==> src/rtl/ilv_mash_pkg.sv <==
package ilv_mash_pkg;

  // two polyphase lanes share one half-rate clock
  localparam int LANES = 2;

  // distinct modulator code values for a QB-bit first quantizer:
  // c1 in 0..2^QB, difference term in -1..1, offset by one
  function automatic int mod_levels(input int qb);
    return (1 << qb) + 3;
  endfunction

endpackage

==> src/rtl/ilv_mash_loop.sv <==
module ilv_mash_loop
  import ilv_mash_pkg::*;
#(
  parameter int IW = 12,
  parameter int QB = 2
) (
  input  logic                     clk,
  input  logic                     rst,
  input  logic                     en,
  input  logic                     in_vld,
  input  logic [LANES-1:0][IW-1:0] x_in,
  output logic                     vld_q,
  output logic [LANES-1:0][QB:0]   c1_q,
  output logic [LANES-1:0]         c2_q
);

  localparam int L = IW - QB;

  logic [L-1:0] e1_q, e2_q;
  logic [L-1:0] r1 [LANES+1];
  logic [L-1:0] r2 [LANES+1];
  logic [LANES-1:0][QB:0] c1_w;
  logic [LANES-1:0]       c2_w;

  assign r1[0] = e1_q;
  assign r2[0] = e2_q;

  // unrolled loop: lane k+1 starts from the residues lane k leaves
  for (genvar k = 0; k < LANES; k++) begin : g_lane
    logic [IW-1:0] u;
    logic [IW:0]   s1;
    logic [L:0]    s2;

    assign u  = {~x_in[k][IW-1], x_in[k][IW-2:0]};
    assign s1 = {1'b0, u} + {{(QB+1){1'b0}}, r1[k]};
    assign c1_w[k]  = s1[IW:L];
    assign r1[k+1]  = s1[L-1:0];
    assign s2 = {1'b0, r2[k]} + {1'b0, r1[k+1]};
    assign c2_w[k]  = s2[L];
    assign r2[k+1]  = s2[L-1:0];
  end

  always_ff @(posedge clk) begin
    if (rst) begin
      vld_q <= 1'b0;
      e1_q  <= '0;
      e2_q  <= '0;
      c1_q  <= '0;
      c2_q  <= '0;
    end else if (en) begin
      vld_q <= in_vld;
      if (in_vld) begin
        e1_q <= r1[LANES];
        e2_q <= r2[LANES];
        c1_q <= c1_w;
        c2_q <= c2_w;
      end
    end
  end

  // first-stage carry never exceeds 2^QB
  assert_c1_range_R3: assert property (@(posedge clk) disable iff (rst)
    vld_q |-> (c1_q[0] <= (QB+1)'(1 << QB)) && (c1_q[LANES-1] <= (QB+1)'(1 << QB)));

  // a cycle with no accepted pair leaves the loop state alone
  assert_idle_hold_R9: assert property (@(posedge clk) disable iff (rst)
    !(en && in_vld) |=> $stable(e1_q) && $stable(e2_q));

endmodule

==> src/rtl/ilv_mash_shape.sv <==
module ilv_mash_shape
  import ilv_mash_pkg::*;
#(
  parameter  int QB = 2,
  localparam int MW = $clog2(mod_levels(QB)),
  localparam int FW = MW + 1
) (
  input  logic                   clk,
  input  logic                   rst,
  input  logic                   en,
  input  logic                   in_vld,
  input  logic [LANES-1:0][QB:0] c1,
  input  logic [LANES-1:0]       c2,
  output logic                   vld_q,
  output logic [LANES-1:0][MW-1:0] mod_q,
  output logic [LANES-1:0][FW-1:0] fir_q
);

  logic          c2_last;
  logic [MW-1:0] code_last;
  logic          c2p [LANES+1];
  logic [MW-1:0] cp  [LANES+1];
  logic [LANES-1:0][MW-1:0] code_w;
  logic [LANES-1:0][FW-1:0] fir_w;

  assign c2p[0] = c2_last;
  assign cp[0]  = code_last;

  // difference the second carry and sum neighbouring codes in sample order
  for (genvar k = 0; k < LANES; k++) begin : g_lane
    assign code_w[k] = MW'(c1[k]) + MW'(c2[k]) + MW'(1) - MW'(c2p[k]);
    assign fir_w[k]  = FW'(code_w[k]) + FW'(cp[k]);
    assign cp[k+1]   = code_w[k];
    assign c2p[k+1]  = c2[k];
  end

  always_ff @(posedge clk) begin
    if (rst) begin
      vld_q     <= 1'b0;
      mod_q     <= '0;
      fir_q     <= '0;
      c2_last   <= 1'b0;
      code_last <= '0;
    end else if (en) begin
      vld_q <= in_vld;
      if (in_vld) begin
        mod_q     <= code_w;
        fir_q     <= fir_w;
        c2_last   <= c2p[LANES];
        code_last <= cp[LANES];
      end
    end
  end

  // modulator code range 0 .. 2^QB+2
  assert_code_range_R4: assert property (@(posedge clk) disable iff (rst)
    vld_q |-> (mod_q[0] <= MW'((1 << QB) + 2)) && (mod_q[LANES-1] <= MW'((1 << QB) + 2)));

  // the even filtered code folds in the odd code of the previous pair
  assert_fir_link_R6: assert property (@(posedge clk) disable iff (rst)
    (en && in_vld) |=> fir_q[0] == FW'(mod_q[0]) + FW'($past(mod_q[LANES-1])));

endmodule

==> src/rtl/ilv_mash_therm.sv <==
module ilv_mash_therm #(
  parameter int CW    = 4,
  parameter int CELLS = 14
) (
  input  logic [CW-1:0]    code,
  output logic [CELLS-1:0] cells
);

  for (genvar i = 0; i < CELLS; i++) begin : g_cell
    assign cells[i] = (code > CW'(i));
  end

endmodule

==> src/rtl/ilv_mash_mod.sv <==
module ilv_mash_mod
  import ilv_mash_pkg::*;
#(
  parameter  int IW    = 12,
  parameter  int QB    = 2,
  localparam int MW    = $clog2(mod_levels(QB)),
  localparam int FW    = MW + 1,
  localparam int CELLS = 2 * ((1 << MW) - 1)
) (
  input  logic             clk,
  input  logic             rst,
  input  logic             fir_en,
  input  logic             in_valid,
  output logic             in_ready,
  input  logic [IW-1:0]    in_even,
  input  logic [IW-1:0]    in_odd,
  output logic             out_valid,
  input  logic             out_ready,
  output logic [FW-1:0]    out_code_even,
  output logic [FW-1:0]    out_code_odd,
  output logic [CELLS-1:0] out_therm_even,
  output logic [CELLS-1:0] out_therm_odd
);

  logic adv;
  logic v1, v2, v3_q;
  logic [LANES-1:0][IW-1:0] x_in;
  logic [LANES-1:0][QB:0]   c1;
  logic [LANES-1:0]         c2;
  logic [LANES-1:0][MW-1:0] mod_code;
  logic [LANES-1:0][FW-1:0] fir_code;
  logic [LANES-1:0][FW-1:0] sel_code;
  logic [LANES-1:0][CELLS-1:0] therm_w;
  logic [LANES-1:0][FW-1:0]    code3_q;
  logic [LANES-1:0][CELLS-1:0] therm3_q;

  // whole pipeline moves together unless a held output is refused
  assign adv      = !v3_q || out_ready;
  assign in_ready = adv;
  assign x_in     = {in_odd, in_even};

  ilv_mash_loop #(.IW(IW), .QB(QB)) loop_i (
    .clk   (clk),
    .rst   (rst),
    .en    (adv),
    .in_vld(in_valid),
    .x_in  (x_in),
    .vld_q (v1),
    .c1_q  (c1),
    .c2_q  (c2)
  );

  ilv_mash_shape #(.QB(QB)) shape_i (
    .clk   (clk),
    .rst   (rst),
    .en    (adv),
    .in_vld(v1),
    .c1    (c1),
    .c2    (c2),
    .vld_q (v2),
    .mod_q (mod_code),
    .fir_q (fir_code)
  );

  for (genvar k = 0; k < LANES; k++) begin : g_out
    assign sel_code[k] = fir_en ? fir_code[k] : FW'(mod_code[k]);
    ilv_mash_therm #(.CW(FW), .CELLS(CELLS)) therm_i (
      .code (sel_code[k]),
      .cells(therm_w[k])
    );
  end

  always_ff @(posedge clk) begin
    if (rst) begin
      v3_q     <= 1'b0;
      code3_q  <= '0;
      therm3_q <= '0;
    end else if (adv) begin
      v3_q <= v2;
      if (v2) begin
        code3_q  <= sel_code;
        therm3_q <= therm_w;
      end
    end
  end

  assign out_valid      = v3_q;
  assign out_code_even  = code3_q[0];
  assign out_code_odd   = code3_q[LANES-1];
  assign out_therm_even = therm3_q[0];
  assign out_therm_odd  = therm3_q[LANES-1];

  assert_hold_R1: assert property (@(posedge clk) disable iff (rst)
    (out_valid && !out_ready) |=> out_valid && $stable(out_code_even) && $stable(out_code_odd)
      && $stable(out_therm_even) && $stable(out_therm_odd));

  assert_reset_clear_R2: assert property (@(posedge clk) disable iff (rst)
    $past(rst) |-> !out_valid);

  assert_therm_count_R7: assert property (@(posedge clk) disable iff (rst)
    out_valid |-> ($countones(out_therm_even) == int'(out_code_even))
      && ($countones(out_therm_odd) == int'(out_code_odd)));

endmodule

==> config.mk <==
export PLATFORM = sky130hd
export DESIGN_NAME = ilv_mash_mod
export DESIGN_NICKNAME = d
export VERILOG_FILES = /design/src/rtl/ilv_mash_pkg.sv /design/src/rtl/ilv_mash_loop.sv /design/src/rtl/ilv_mash_shape.sv /design/src/rtl/ilv_mash_therm.sv /design/src/rtl/ilv_mash_mod.sv
export SDC_FILE = /design/constraint.sdc
export NUM_CORES = 1
export LEC_CHECK = 0
export BUFFER_PORTS_ARGS = -buffer_cell sky130_fd_sc_hd__buf_2
export CORE_UTILIZATION = 25
export CTS_CLUSTER_DIAMETER = 60
export DETAILED_ROUTE_END_ITERATION = 12
export PLACE_DENSITY = 0.48
export SYNTH_ARGS = -nofsm -noshare
export SYNTH_HDL_FRONTEND = slang
export SYNTH_SLANG_ARGS = --single-unit
==> constraint.sdc <==
create_clock -name clk -period 10.2 [get_ports clk]
set_input_delay 0.51 -clock clk [delete_from_list [all_inputs] [get_ports clk]]
set_output_delay 0.51 -clock clk [all_outputs]
set_load 0.02 [all_outputs]
==> flow_summary.ini <==
[clock_tree]
cts-resized-gates = 0
hold_buffers = 0
cts.sinks = 80
cts_setup_buffers = 0
clock_latency_ns = 0.34
htreeDepth = 3
cts_max_path_buffers = 2
cts_tree = done
root_buffer = clkbuf_16
clkSlewWorstSetupHoldPaths_ns = 0.06
cts_made_buffers = 9

[yosys]
synth-seq-cells = 80
synthArstFlopShare = 0
synth_area_mm2 = 0.00492
syn_inst = 595
yosysUniqueCellTypes = 59
synth-main-ff-cell = dfxtp_1
ys_seq_area_frac = 0.326
syn_nets = 682
synth_edf_count = 0
syn_avg_cell_area_um2 = 8.27
yosysWarnings = 0

[run]
cap_violations = 0

[timing]
rsz0062_at_grt = false
relSlewSlack = 0.299
min_period_ns = 4.34
setup_viol = 0
fin_hold_ws_ns = 0.450
min_period_over_period = 0.426
clock_skew_ns = 0.00618
setup_tns_ns = 0
fmax_ghz = 0.230
tightestPinTransition_ns = 1.05
finalHoldViolations = 0
slew_violations = 0
setup_ws_ns = 5.86

[placement]
placed_area_mm2 = 0.00549
dpl.hpwl_um = 9500
placedCellCount = 898
pre_cts_slack_ns = 5.60
placement.io_buffers = 66
gp_congestion = 0.777

[die]
initial_core_util = 0.259
fp.dieH_um = 142
coreArea_mm2 = 0.0190
die_w_um = 142
io_pins = 67
rows = 50
dieArea_mm2 = 0.0202

[setup_path]
cp.arrival_ns = 4.58
crit_path_cell_trace = ha_1 -> inv_1 -> fa_1 -> nor2b_1 -> o21ai_0 -> a21boi_0 -> o21ai_0 -> nand2b_1 -> xor2_1 -> ha_1 -> a21oi_1 -> o211ai_1 -> a311oi_2 -> xor3_1 -> o31ai_2 -> xnor3_1 -> a22o_1
cp-start-kind = flop
cp_max_fo = 4
critPathRequiredTime_ns = 10.43
crit_path_start = loop_i.e1_q[0]
crit_type = reg2reg
r2r_start = loop_i.e1_q[0]
worstSetupEndpointType = flop
slowest_stage = fa_1
critical_path.max_stage_delay_ns = 0.39

[route]
vias = 4205
drtAntennaViolNets = 0
totalWireLength_um = 12600
drc_errors = 0
viasPerCell = 4.60
wire_per_inst_um = 13.8
dr.pass1.iters = 6
detail_route.iter0.violations = 138

[final_layout]
layout.cells.non_filler = 914
post-route-cell-area_mm2 = 0.00577
drive_gt1_frac = 0.145
final_cell_mix = dfxtp_1, nand2_1, a21oi_1
layout_commonest_cell = dfxtp_1
fin_util = 0.303
nets = 736
area_delta_synth_final_pct = 17.3
antenna_cells = 0

[global_route]
antenna_found_initial = 0
grt_max_degree = 74
grt_pass1_vias = 4048
grt_first_pass_wirelength_um = 20800
grt_use_total = 0.131
grt.overflow.total = 0

[pwr]
peakVddDrop_v = 0.000130
power_mw = 1.98
leakage_nw = 2.57
powerDensity_mw_per_mm2 = 344

[min_path]
hold_path.class = reg2reg
worstHoldStart = out_therm_odd[8]

[run_status]
run_status = finished, final reports clean
==> layer usage <==
layer / part of all wire / GRT usage / routed length, um / vias up
li1: - / - / - / 2202
met1: 0.49 / 0.171 / 6230 / 1926
met2: 0.46 / 0.215 / 5780 / 69
met3: 0.039 / 0.0360 / 485 / 8
met4: 0.0074 / 0.0277 / 93 / 0
met5: 0 / 0 / 0 / -
==> synthesized netlist by cell type (5+ instances only) <==
library cell,n,area share
a211oi_1,16,0.024
a21o_1,10,0.015
a21oi_1,68,0.069
clkbuf_1,23,0.018
dfxtp_1,80,0.33
fa_1,8,0.033
ha_1,50,0.13
inv_1,31,0.024
mux2i_1,6,0.012
nand2_1,79,0.060
nand3_1,8,0.0081
nor2_1,61,0.047
nor2b_1,7,0.0089
nor3_1,12,0.012
o211ai_1,5,0.0076
o21a_1,6,0.0092
o21ai_0,22,0.022
xnor2_1,21,0.037
xor2_1,8,0.014
==> final timing paths <==
| path | cells after the start | slack, ns | endpoint |
|---|---|---|---|
| worst max-delay path | 17 | 5.86 | loop_i.e2_q[8] |
| worst min-delay path | 2 | 0.45 | out_therm_odd[8] |
| worst max register to register | 17 | 5.86 | loop_i.e2_q[8] |
| worst min register to register | 2 | 0.45 | out_therm_odd[8] |
==> where the power goes <==
part           leakage, nW  switching (mW)  internal, mW
Combinational         1.78           0.702         0.589
Sequential           0.654          0.0273         0.359
Clock                0.133           0.132         0.172
Total                 2.57           0.862          1.12
==> cell type report <==
type                            count  area (um^2)
Fill cell                        2093        13300
Multi-Input combinational cell    457         3090
Sequential cell                    80         1600
Timing Repair Buffer               69          353
Tap cell                          260          325
Clock buffer                       12          246
Inverter                           32          120
Clock inverter                      4         30.0
==> sequential cells by signal (all words and copies together), names as in the netlist <==
name,flops
loop_i.vld_q,1
out_valid,1
loop_i.e2_q,10
shape_i.c2_last,1
shape_i.mod_q,3
shape_i.code_last,3
out_code_even,3
loop_i.c1_q,6
out_therm_odd,13
loop_i.c2_q,2
out_therm_even,14
loop_i.e1_q,10
shape_i.vld_q,1
shape_i.fir_q,8
out_code_odd,4
==> worst max-delay path: cells and delay by family (launching register included) <==
| kind | cells | cell delay [ns] |
|---|---|---|
| fa+ha+maj | 3 | 0.90 |
| compound gates | 8 | 1.86 |
| flops | 1 | 0.33 |
| buf+inv | 1 | 0.06 |
| simple gates | 2 | 0.21 |
| xor+xnor | 3 | 0.89 |
==> logic make-up (layout without fill, tap and decap cells) <==
| kind of cell | Yosys count | count (layout) | share of synthesized area |
|---|---|---|---|
| adder cells (fa/ha/maj) | 58 | 58 | 0.160 |
| XOR/XNOR | 31 | 31 | 0.0611 |
| buffers and inverters | 58 | 117 | 0.0458 |
| AND/OR/NAND/NOR | 192 | 192 | 0.172 |
| multiplexers | 6 | 6 | 0.0122 |
| AO/OA/AOI/OAI | 170 | 170 | 0.224 |
| flip-flops | 80 | 80 | 0.326 |
(Power assumes the default switching activity.)
